`src/rtl/pdiv_pkg.sv`:
```
package pdiv_pkg;

   typedef enum logic [0:0] {
      PS_IDLE = 1'b0,
      PS_RUN  = 1'b1
   } pdiv_state_e;

   // cycles from accepted start to done for a valid search
   function automatic int unsigned search_latency(input int unsigned rate_w,
                                                  input int unsigned pdiv_w);
      return (32'd1 << pdiv_w) * (rate_w + 1);
   endfunction

endpackage

```
`src/rtl/pdiv_divider.sv`:
```
module pdiv_divider #(
   parameter int unsigned W = 32
) (
   input  logic         clk,
   input  logic         rst_n,
   input  logic         start_i,
   input  logic [W-1:0] dividend_i,
   input  logic [W-1:0] divisor_i,
   output logic [W-1:0] quot_o,
   output logic         done_o
);

   localparam int unsigned CW = $clog2(W + 1);

   generate
      if (W < 2) begin : g_bad_width
         $error("pdiv_divider: W must be at least 2");
      end
   endgenerate

   logic [W-1:0]  rem_q;
   logic [W-1:0]  quo_q;
   logic [W-1:0]  dv_q;
   logic [CW-1:0] cnt_q;
   logic [W:0]    trial;
   logic [W:0]    diff;

   // partial remainder shifted left with the next dividend bit
   assign trial  = {rem_q, quo_q[W-1]};
   assign diff   = trial - {1'b0, dv_q};
   assign quot_o = quo_q;

   always_ff @(posedge clk or negedge rst_n) begin
      if (!rst_n) begin
         rem_q  <= '0;
         quo_q  <= '0;
         dv_q   <= '0;
         cnt_q  <= '0;
         done_o <= 1'b0;
      end else begin
         done_o <= 1'b0;
         if (start_i) begin
            rem_q <= '0;
            quo_q <= dividend_i;
            dv_q  <= divisor_i;
            cnt_q <= CW'(W);
         end else if (cnt_q != '0) begin
            cnt_q <= cnt_q - 1'b1;
            if (!diff[W]) begin
               rem_q <= diff[W-1:0];
               quo_q <= {quo_q[W-2:0], 1'b1};
            end else begin
               rem_q <= trial[W-1:0];
               quo_q <= {quo_q[W-2:0], 1'b0};
            end
            if (cnt_q == CW'(1)) begin
               done_o <= 1'b1;
            end
         end
      end
   end

endmodule

```
`src/rtl/pdiv_pick.sv`:
```
module pdiv_pick #(
   parameter int unsigned W = 32
) (
   input  logic [W-1:0] cand_rate_i,
   input  logic [W-1:0] limit_i,
   input  logic [W-1:0] best_rate_i,
   output logic         take_o
);

   logic fits;
   logic beats;

   // inclusive limit; strict improvement keeps the earliest on ties
   assign fits   = (cand_rate_i <= limit_i);
   assign beats  = (cand_rate_i > best_rate_i);
   assign take_o = fits && beats;

endmodule

```
`src/rtl/pdiv_search.sv`:
```
module pdiv_search
   import pdiv_pkg::*;
#(
   parameter int unsigned RATE_W = 32,
   parameter int unsigned PDIV_W = 4
) (
   input  logic              clk,
   input  logic              rst_n,
   input  logic              start_i,
   input  logic              parent_ok_i,
   input  logic [RATE_W-1:0] parent_i,
   input  logic [RATE_W-1:0] target_i,
   output logic              busy_o,
   output logic              done_o,
   output logic [PDIV_W-1:0] best_div_o,
   output logic [RATE_W-1:0] best_rate_o,
   output logic              range_err_o
);

   localparam int unsigned CANDS = 1 << PDIV_W;
   localparam logic [PDIV_W-1:0] LAST_CAND = PDIV_W'(CANDS - 1);

   generate
      if (RATE_W <= PDIV_W) begin : g_bad_rate_w
         $error("pdiv_search: RATE_W must exceed PDIV_W");
      end
      if (PDIV_W < 1 || PDIV_W > 8) begin : g_bad_pdiv_w
         $error("pdiv_search: PDIV_W must be in 1..8");
      end
   endgenerate

   pdiv_state_e       state_q;
   logic [RATE_W-1:0] par_q;
   logic [RATE_W-1:0] tgt_q;
   logic [PDIV_W-1:0] cand_q;
   logic [RATE_W-1:0] wrate_q;
   logic [PDIV_W-1:0] wdiv_q;

   logic              accept;
   logic              go;
   logic              last;
   logic              div_start;
   logic              div_done;
   logic [RATE_W-1:0] quo;
   logic [PDIV_W-1:0] nxt_cand;
   logic [RATE_W-1:0] div_a;
   logic [RATE_W-1:0] div_b;
   logic              take;
   logic [RATE_W-1:0] upd_rate;
   logic [PDIV_W-1:0] upd_div;

   assign accept    = (state_q == PS_IDLE) && start_i;
   assign go        = accept && parent_ok_i;
   assign last      = (cand_q == LAST_CAND);
   assign div_start = go || ((state_q == PS_RUN) && div_done && !last);
   assign nxt_cand  = (state_q == PS_IDLE) ? '0 : cand_q + 1'b1;
   assign div_a     = (state_q == PS_IDLE) ? parent_i : par_q;
   assign div_b     = {{(RATE_W-PDIV_W){1'b0}}, nxt_cand} + RATE_W'(1);
   assign upd_rate  = take ? quo : wrate_q;
   assign upd_div   = take ? cand_q : wdiv_q;
   assign busy_o    = (state_q == PS_RUN);

   pdiv_divider #(
      .W (RATE_W)
   ) u_div (
      .clk        (clk),
      .rst_n      (rst_n),
      .start_i    (div_start),
      .dividend_i (div_a),
      .divisor_i  (div_b),
      .quot_o     (quo),
      .done_o     (div_done)
   );

   pdiv_pick #(
      .W (RATE_W)
   ) u_pick (
      .cand_rate_i (quo),
      .limit_i     (tgt_q),
      .best_rate_i (wrate_q),
      .take_o      (take)
   );

   always_ff @(posedge clk or negedge rst_n) begin
      if (!rst_n) begin
         state_q     <= PS_IDLE;
         par_q       <= '0;
         tgt_q       <= '0;
         cand_q      <= '0;
         wrate_q     <= '0;
         wdiv_q      <= '0;
         done_o      <= 1'b0;
         best_div_o  <= '0;
         best_rate_o <= '0;
         range_err_o <= 1'b0;
      end else begin
         done_o <= 1'b0;
         unique case (state_q)
            PS_IDLE: begin
               if (go) begin
                  state_q <= PS_RUN;
                  par_q   <= parent_i;
                  tgt_q   <= target_i;
                  cand_q  <= '0;
                  wrate_q <= '0;
                  wdiv_q  <= '0;
               end else if (accept) begin
                  // no parent clock: finish at once, keep old result
                  done_o      <= 1'b1;
                  range_err_o <= 1'b0;
               end
            end
            PS_RUN: begin
               if (div_done) begin
                  wrate_q <= upd_rate;
                  wdiv_q  <= upd_div;
                  if (last) begin
                     state_q     <= PS_IDLE;
                     done_o      <= 1'b1;
                     best_rate_o <= upd_rate;
                     best_div_o  <= upd_div;
                     range_err_o <= (upd_rate == '0);
                  end else begin
                     cand_q <= cand_q + 1'b1;
                  end
               end
            end
            default: state_q <= PS_IDLE;
         endcase
      end
   end

endmodule

```
`config.mk`:
```
export PLATFORM = sky130hd
export DESIGN_NAME = pdiv_search
export DESIGN_NICKNAME = d
export VERILOG_FILES = /design/src/rtl/pdiv_pkg.sv /design/src/rtl/pdiv_divider.sv /design/src/rtl/pdiv_pick.sv /design/src/rtl/pdiv_search.sv
export SDC_FILE = /design/constraint.sdc
export NUM_CORES = 1
export LEC_CHECK = 0
export BUFFER_PORTS_ARGS = -buffer_cell sky130_fd_sc_hd__buf_4
export CAP_MARGIN = 15
export CORE_MARGIN = 2
export CORE_UTILIZATION = 45
export CTS_CLUSTER_SIZE = 25
export DETAILED_ROUTE_END_ITERATION = 7
export PLACE_DENSITY = 0.74
export SETUP_SLACK_MARGIN = 0.1
export SYNTH_ARGS = -nofsm -noshare
export SYNTH_HDL_FRONTEND = slang
export SYNTH_SLANG_ARGS = --single-unit
```
`constraint.sdc`:
```
create_clock -name clk -period 3.65 [get_ports clk]
set_input_delay 0.5475 -clock clk [delete_from_list [all_inputs] [get_ports clk]]
set_output_delay 0.5475 -clock clk [all_outputs]
set_load 0.005 [all_outputs]
```
==> reports/metrics.yaml, run 1 <==
run_status:
  status: "finished with violations"
  violations: "design-rule violations"
setup_path:
  r2r_slack_ps: 440
  crit_path_end_kind: "register"
  cp_max_fo: 30
  startpoint_type: "register"
  worst-setup-path-type: "reg -> reg"
  arrival_ps: 3660
  cp.required_ps: 4100
sta:
  hold_viol: 0
  max_freq_mhz: 312
  finalMaxSlewViolations: 0
  fin_ws_ps: 445
  setup_viol: 0
  rsz0062_at_grt: "false"
  finalCriticalPeriod_ps: 3210
  finalSetupTns_ps: 0
  post-route-period-util_pct: 87.8
  tightest_slew_ps: 757
  relSlewSlack_pct: 49.6
  skew_ps: 15.8
yosys:
  syn_area_per_cell_um2: 9.79
  syn_area_mm2: 0.0120
  synth_nets: 1367
  ys_warn_count: 0
  netlist-cell-type-count: 56
  netlist_instances: 1224
  ys_seq_elements: 219
  synth-edff-count: 0
  async_flop_share_pct: 100
  ys.flop_type: "dfrtp_1"
  seq_area_frac_synth_pct: 45.7
clock_network:
  cts_root_buf: "clkbuf_16"
  htreeDepth: 1
  clk_transition_reported_paths_ps: 60
  cts_hold_buf: 0
  cts_max_path_buffers: 3
  cts_num_sinks: 219
  cts_tree: "built"
  postCtsSetupBuffers: 0
  postCtsResizedCells: 0
  clk_latency_ps: 530
  numCtsBuffers: 26
route:
  drt_wl_total_um: 29500
  drtIter0Drc: 809
  post_drt_wl_per_cell_um: 17.6
  vias: 9465
  vias_per_cell: 5.65
  first_pass_iters: 7
  drc: 7
  ant_nets: 0
place:
  gpl.final_weighted_congestion: 0.862
  dp_hpwl_um: 20600
  place_ws_ps: 293
  port_buffers: 106
finish:
  multi_input_area_mm2: 0.00584
  final_cell_mix: "dfrtp_1 (218), nand2_1 (139), buf_4 (125), inv_1 (111), a21oi_1 (86)"
  fillers: 2304
  num-nets-final: 1465
  n_antenna_cell: 0
  drive_gt1_share_pct: 18.7
  final_common_cell: "dfrtp_1"
  utilization_pct: 54.1
  register_area_mm2: 0.00548
  synthToLayoutAreaGrowth_pct: 18.0
grt:
  gr-total-overflow: 0
  grt_busiest_layer: "met1"
  track_usage_pct: 21.0
  antenna_found_initial: 0
  met1_usage_pct: 31.9
  use_met2_pct: 31.4
  met3_usage_pct: 2.91
  first_global_vias: 9130
  grt_pass1_wl_um: 48000
  grt_max_degree: 93
floorplan:
  core_mm2: 0.0261
  io_pins: 107
  die-area_mm2: 0.0279
  rows: 59
  start_util_pct: 45.9
  dieHeight_um: 167
  die_w_um: 167
power_and_ir_drop:
  p_leak_nw: 6.72
  p_per_area_mw_per_mm2: 508
  ir_drop_uv: 324
hold_path:
  hp-class: "in -> async"
flow_run:
  drv_cap: 0
-- worst max-delay path, stage by stage (launching register included) --
cell      delay (ps)
dfrtp_1          510
ha_1             340
nand4_1          150
nor4_2           520
nand4_1          190
o211ai_1         150
o211ai_1         240
buf_12           230
nor2_4           250
buf_12           280
mux2i_1          230
-- layer usage --
metal | part of all wire [%] | up-vias
met1 | 48 | 4649
met4 | 2.5 | 0
met2 | 44 | 301
met3 | 5.9 | 50
met5 | 0 | -
li1 | - | 4465
-- path summary, 6_finish.rpt --
kind / end / depth (start not counted) / start
setup / recovery: wrate_q[25] / 10 / u_div.quot_o[28]
hold / removal: par_q[19] / 1 / rst_n
min in group clk: tgt_q[14] / 2 / target_i[14]
max in group asynchronous: tgt_q[31] / 2 / rst_n
hold reg to reg: par_q[14] / 1 / par_q[14]
setup reg to reg: wrate_q[25] / 10 / u_div.quot_o[28]
-- cells by family (layout without fill, tap and decap cells) --
group	Yosys count	count (layout)	share of synthesized area [%]
AOI/OAI and AO/OA	228	228	11.3
DFF	219	219	45.7
adders and majority gates	75	75	7.89
xor gates and xnor gates	38	38	2.84
buffers and inverters	174	291	5.65
and+or+nand+nor	348	348	14.0
muxes	142	142	12.6
-- area by class of cell --
| type | instances | share of cell area [%] |
|---|---|---|
| Timing Repair Buffer | 133 | 7.73 |
| Clock inverter | 10 | 0.956 |
| Clock buffer | 37 | 5.33 |
| Multi-Input combinational cell | 831 | 41.3 |
| Tap cell | 335 | 2.96 |
| Sequential cell | 219 | 38.8 |
| Inverter | 111 | 2.95 |
-- Yosys cell counts (6+ instances only) --
| cell | instances | area (um^2) |
|---|---|---|
| xor2_1 | 13 | 114 |
| nand4_1 | 19 | 119 |
| a21oi_1 | 86 | 430 |
| nand3_1 | 15 | 75.1 |
| nand2b_1 | 7 | 43.8 |
| nor2b_1 | 35 | 219 |
| nor2_1 | 65 | 244 |
| o21ai_0 | 42 | 210 |
| xnor2_1 | 24 | 210 |
| inv_1 | 111 | 417 |
| ha_1 | 74 | 926 |
| clkbuf_1 | 49 | 184 |
| a31oi_1 | 32 | 200 |
| nor4_1 | 24 | 150 |
| buf_1 | 6 | 22.5 |
| dfrtp_1 | 219 | 5480 |
| a21o_1 | 7 | 52.6 |
| mux2_2 | 65 | 732 |
| mux2i_1 | 75 | 751 |
| nand2_1 | 139 | 522 |
| a211oi_1 | 43 | 323 |
| nor3_1 | 16 | 80.1 |
-- power breakdown --
| group | total, mW | internal (mW) | switching (mW) |
|---|---|---|---|
| Sequential | 3.11 | 2.72 | 0.384 |
| Clock | 2.67 | 1.65 | 1.02 |
| Combinational | 1.41 | 0.674 | 0.733 |
-- state kept, by name (all words and copies together), names as in the netlist, 4 cells and up --
name and cells:
best_rate_o 32, par_q 32, tgt_q 32, u_div.quot_o 32
u_div.rem_q 32, wrate_q 32, u_div.cnt_q 6, u_div.dv_q 5
best_div_o 4, cand_q 4, wdiv_q 4
-- through the flow --
stage / hold WS, ps / instances / cell area (um^2) / total power, mW
final: 91.3 / 1676 / 14100 / 7.18
after global routing: 156 / 1676 / 14100 / 7.53
after CTS: 120 / 1676 / 14100 / 7.21
after detailed placement: 481 / 1629 / 13200 / 4.52
after global placement: 467 / 1629 / 13200 / 4.46
after floorplan: 252 / 1224 / 12000 / 4.01
(Power assumes the default switching activity.)
==> run 2: changes to the inputs <==
- CORE_MARGIN: 2 -> default
- CORE_UTILIZATION: 45 -> 60
- PLACE_DENSITY: 0.74 -> 0.91
==> reports/metrics.yaml, run 2 (same netlist as run 1, synthesis figures left out) <==
run_status:
  status: "finished, final reports clean"  # was finished with violations
power_and_ir_drop:
  combPwrFrac_pct: 20.9  # was 19.6%
  p_leak_nw: 6.69  # was 6.72 nW
  fin_total_pwr_mw: 6.90  # was 7.18 mW
  ir_drop_uv: 336  # was 324 uV
  p_switching_mw: 2.12  # was 2.14 mW
  p_int_mw: 4.78  # was 5.04 mW
  p_per_area_mw_per_mm2: 494  # was 508 mW/mm^2
  pwr-share-clk_pct: 34.0  # was 37.2%
  p_sw_share_pct: 30.7  # was 29.8%
  pwr-share-seq_pct: 45.2  # was 43.2%
route:
  drt_wl_total_um: 30700  # was 29500 um
  vias: 9906  # was 9465
  drc: 0  # was 7
  ant_nets: 0  # unchanged
  vias_per_cell: 6.15  # was 5.65
  post_drt_wl_per_cell_um: 19.1  # was 17.6 um
  drtIter0Drc: 1201  # was 809
  first_pass_iters: 5  # was 7
finish:
  num-nets-final: 1472  # was 1465
  final_cell_mix: "dfrtp_1 (218), nand2_1 (139), buf_4 (136), inv_1 (111), a21oi_1 (86)"  # was dfrtp_1 (218), nand2_1 (139), buf_4 (125), inv_1 (111), a21oi_1 (86)
  synthToLayoutAreaGrowth_pct: 16.6  # was 18.0%
  drive_gt1_share_pct: 18.8  # was 18.7%
  fillers: 1298  # was 2304
  final_common_cell: "dfrtp_1"  # unchanged
  n_antenna_cell: 0  # unchanged
  final_area_mm2: 0.0140  # was 0.0141 mm^2
setup_path:
  cpLargestDelayFamily: "compound AO/OA/AOI/OAI gates"  # was simple AND/OR/NAND/NOR gates
  cp.required_ps: 4040  # was 4100 ps
  r2r_slack_ps: 380  # was 440 ps
  cp_max_fo: 26  # was 30
  cp.depth: 10  # unchanged
  worst-setup-path-type: "reg -> reg"  # unchanged
  path_cells: "ha_1 > nand4_1 > nor3_1 > a21boi_0 > o41a_1 > a211o_1 > o211ai_1 > buf_12 > mux2i_1 > a21oi_1"  # was ha_1 > nand4_1 > nor4_2 > nand4_1 > o211ai_1 > o211ai_1 > buf_12 > nor2_4 > buf_12 > mux2i_1
  slowest_delay_ps: 510  # was 520 ps
  rr_worst_depth: 10  # unchanged
  crit_slowest_cell: "dfrtp_1"  # was nor4_2
  startpoint_type: "register"  # unchanged
  crit_path_end_kind: "register"  # unchanged
  arrival_ps: 3660  # about the same
  critPathBufInv: 1  # was 2
sta:
  rsz0062_at_grt: "false"  # unchanged
  finalCriticalPeriod_ps: 3270  # was 3210 ps
  tightest_slew_ps: 837  # was 757 ps
  finalMaxSlewViolations: 0  # unchanged
  max_freq_mhz: 305  # was 312 MHz
  hold_viol: 0  # unchanged
  finalSetupTns_ps: 0  # unchanged
  relSlewSlack_pct: 44.2  # was 49.6%
  fin_ws_ps: 376  # was 445 ps
  setup_viol: 0  # unchanged
  skew_ps: 19.4  # was 15.8 ps
  post-route-period-util_pct: 89.7  # was 87.8%
floorplan:
  die-area_mm2: 0.0205  # was 0.0279 mm^2
  dieHeight_um: 143  # was 167 um
  io_pins: 107  # unchanged
  start_util_pct: 61.4  # was 45.9%
  rows: 51  # was 59
  die_w_um: 143  # was 167 um
  core_mm2: 0.0195  # was 0.0261 mm^2
clock_network:
  numCtsBuffers: 24  # was 26
  htreeDepth: 1  # unchanged
  cts_max_path_buffers: 3  # unchanged
  clk_transition_reported_paths_ps: 60  # about the same
  clk_latency_ps: 520  # was 530 ps
  cts_num_sinks: 219  # unchanged
  cts_tree: "built"  # unchanged
  cts_root_buf: "clkbuf_16"  # unchanged
  postCtsResizedCells: 0  # unchanged
grt:
  grt_pass1_wl_um: 49000  # was 48000 um
  track_usage_pct: 30.4  # was 21.0%
  grt_max_degree: 104  # was 93
  gr-total-overflow: 0  # unchanged
  antenna_found_initial: 0  # unchanged
  first_global_vias: 9554  # was 9130
place:
  gpl.final_weighted_congestion: 0.907  # was 0.862
  place_area_mm2: 0.0131  # was 0.0132 mm^2
  place_ws_ps: 264  # was 293 ps
  dp_hpwl_um: 21000  # was 20600 um
  port_buffers: 106  # unchanged
flow_run:
  drv_cap: 0  # unchanged
hold_path:
  hp-class: "in -> async"  # unchanged
## run 2: changes by cell type in the layout (fill, tap and decap cells not counted), sizes merged
cell | previous run | this run
clkinvlp | 0 | 1
clkbuf | 38 | 41
clkinv | 6 | 2
inv | 112 | 111
bufinv | 3 | 0
buf | 132 | 141
## run 2: path summary, 6_finish.rpt
check,startpoint,to
min in group clk,target_i[19],tgt_q[19]
setup reg to reg,u_div.quot_o[14],best_rate_o[10]
max in group asynchronous,rst_n,wrate_q[4]
hold reg to reg,tgt_q[19],tgt_q[19]
hold / removal,rst_n,best_rate_o[18]
setup / recovery,u_div.quot_o[14],best_rate_o[10]
## run 2: final cells by class
cell class | instances | area, um^2 | area share, %
multi-input combinational | 831 | 5830 | 41.8
sequential | 219 | 5480 | 39.2
timing repair buffer | 142 | 1130 | 8.13
clock buffer | 40 | 752 | 5.38
inverter | 111 | 417 | 2.98
tap | 265 | 332 | 2.37
clock inverter | 3 | 17.5 | 0.125
## run 2: repair_timing
| action | in CTS | in global routing |
|---|---|---|
| setup endpoints to repair | 0 | 18 |
| setup buffers | 0 | 9 |
| hold buffers | 0 | 0 |
## run 2: metrics by stage
stage,util (%),std cells,hold WS [ps]
final,71.5,1611,106
after global routing,71.5,1611,172
after CTS,71.1,1602,159
after detailed placement,67.2,1559,488
after global placement,67.2,1559,468
after floorplan,-,1224,252
## run 2: power by group through the flow
stage | registers, mW | clock network (mW) | logic [mW]
6_report | 3.12 | 2.34 | 1.44
5_1_grt | 3.15 | 2.48 | 1.59
4_1_cts | 3.09 | 2.37 | 1.41
3_5_place_dp | 3.13 | 0 | 1.40
3_3_place_gp | 3.10 | 0 | 1.32
2_1_floorplan | 3.02 | 0 | 0.991
## run 2: metal layers
metal  wire [um]  global-route usage (%)  part of all wire [%]  vias up
met5           0                       0                     0        -
met4         920                    10.4                   3.0        0
met3        2850                    6.13                   9.3       99
met2       14100                    47.8                    46      543
met1       12900                    42.2                    42     4801
li1            -                       -                     -     4463
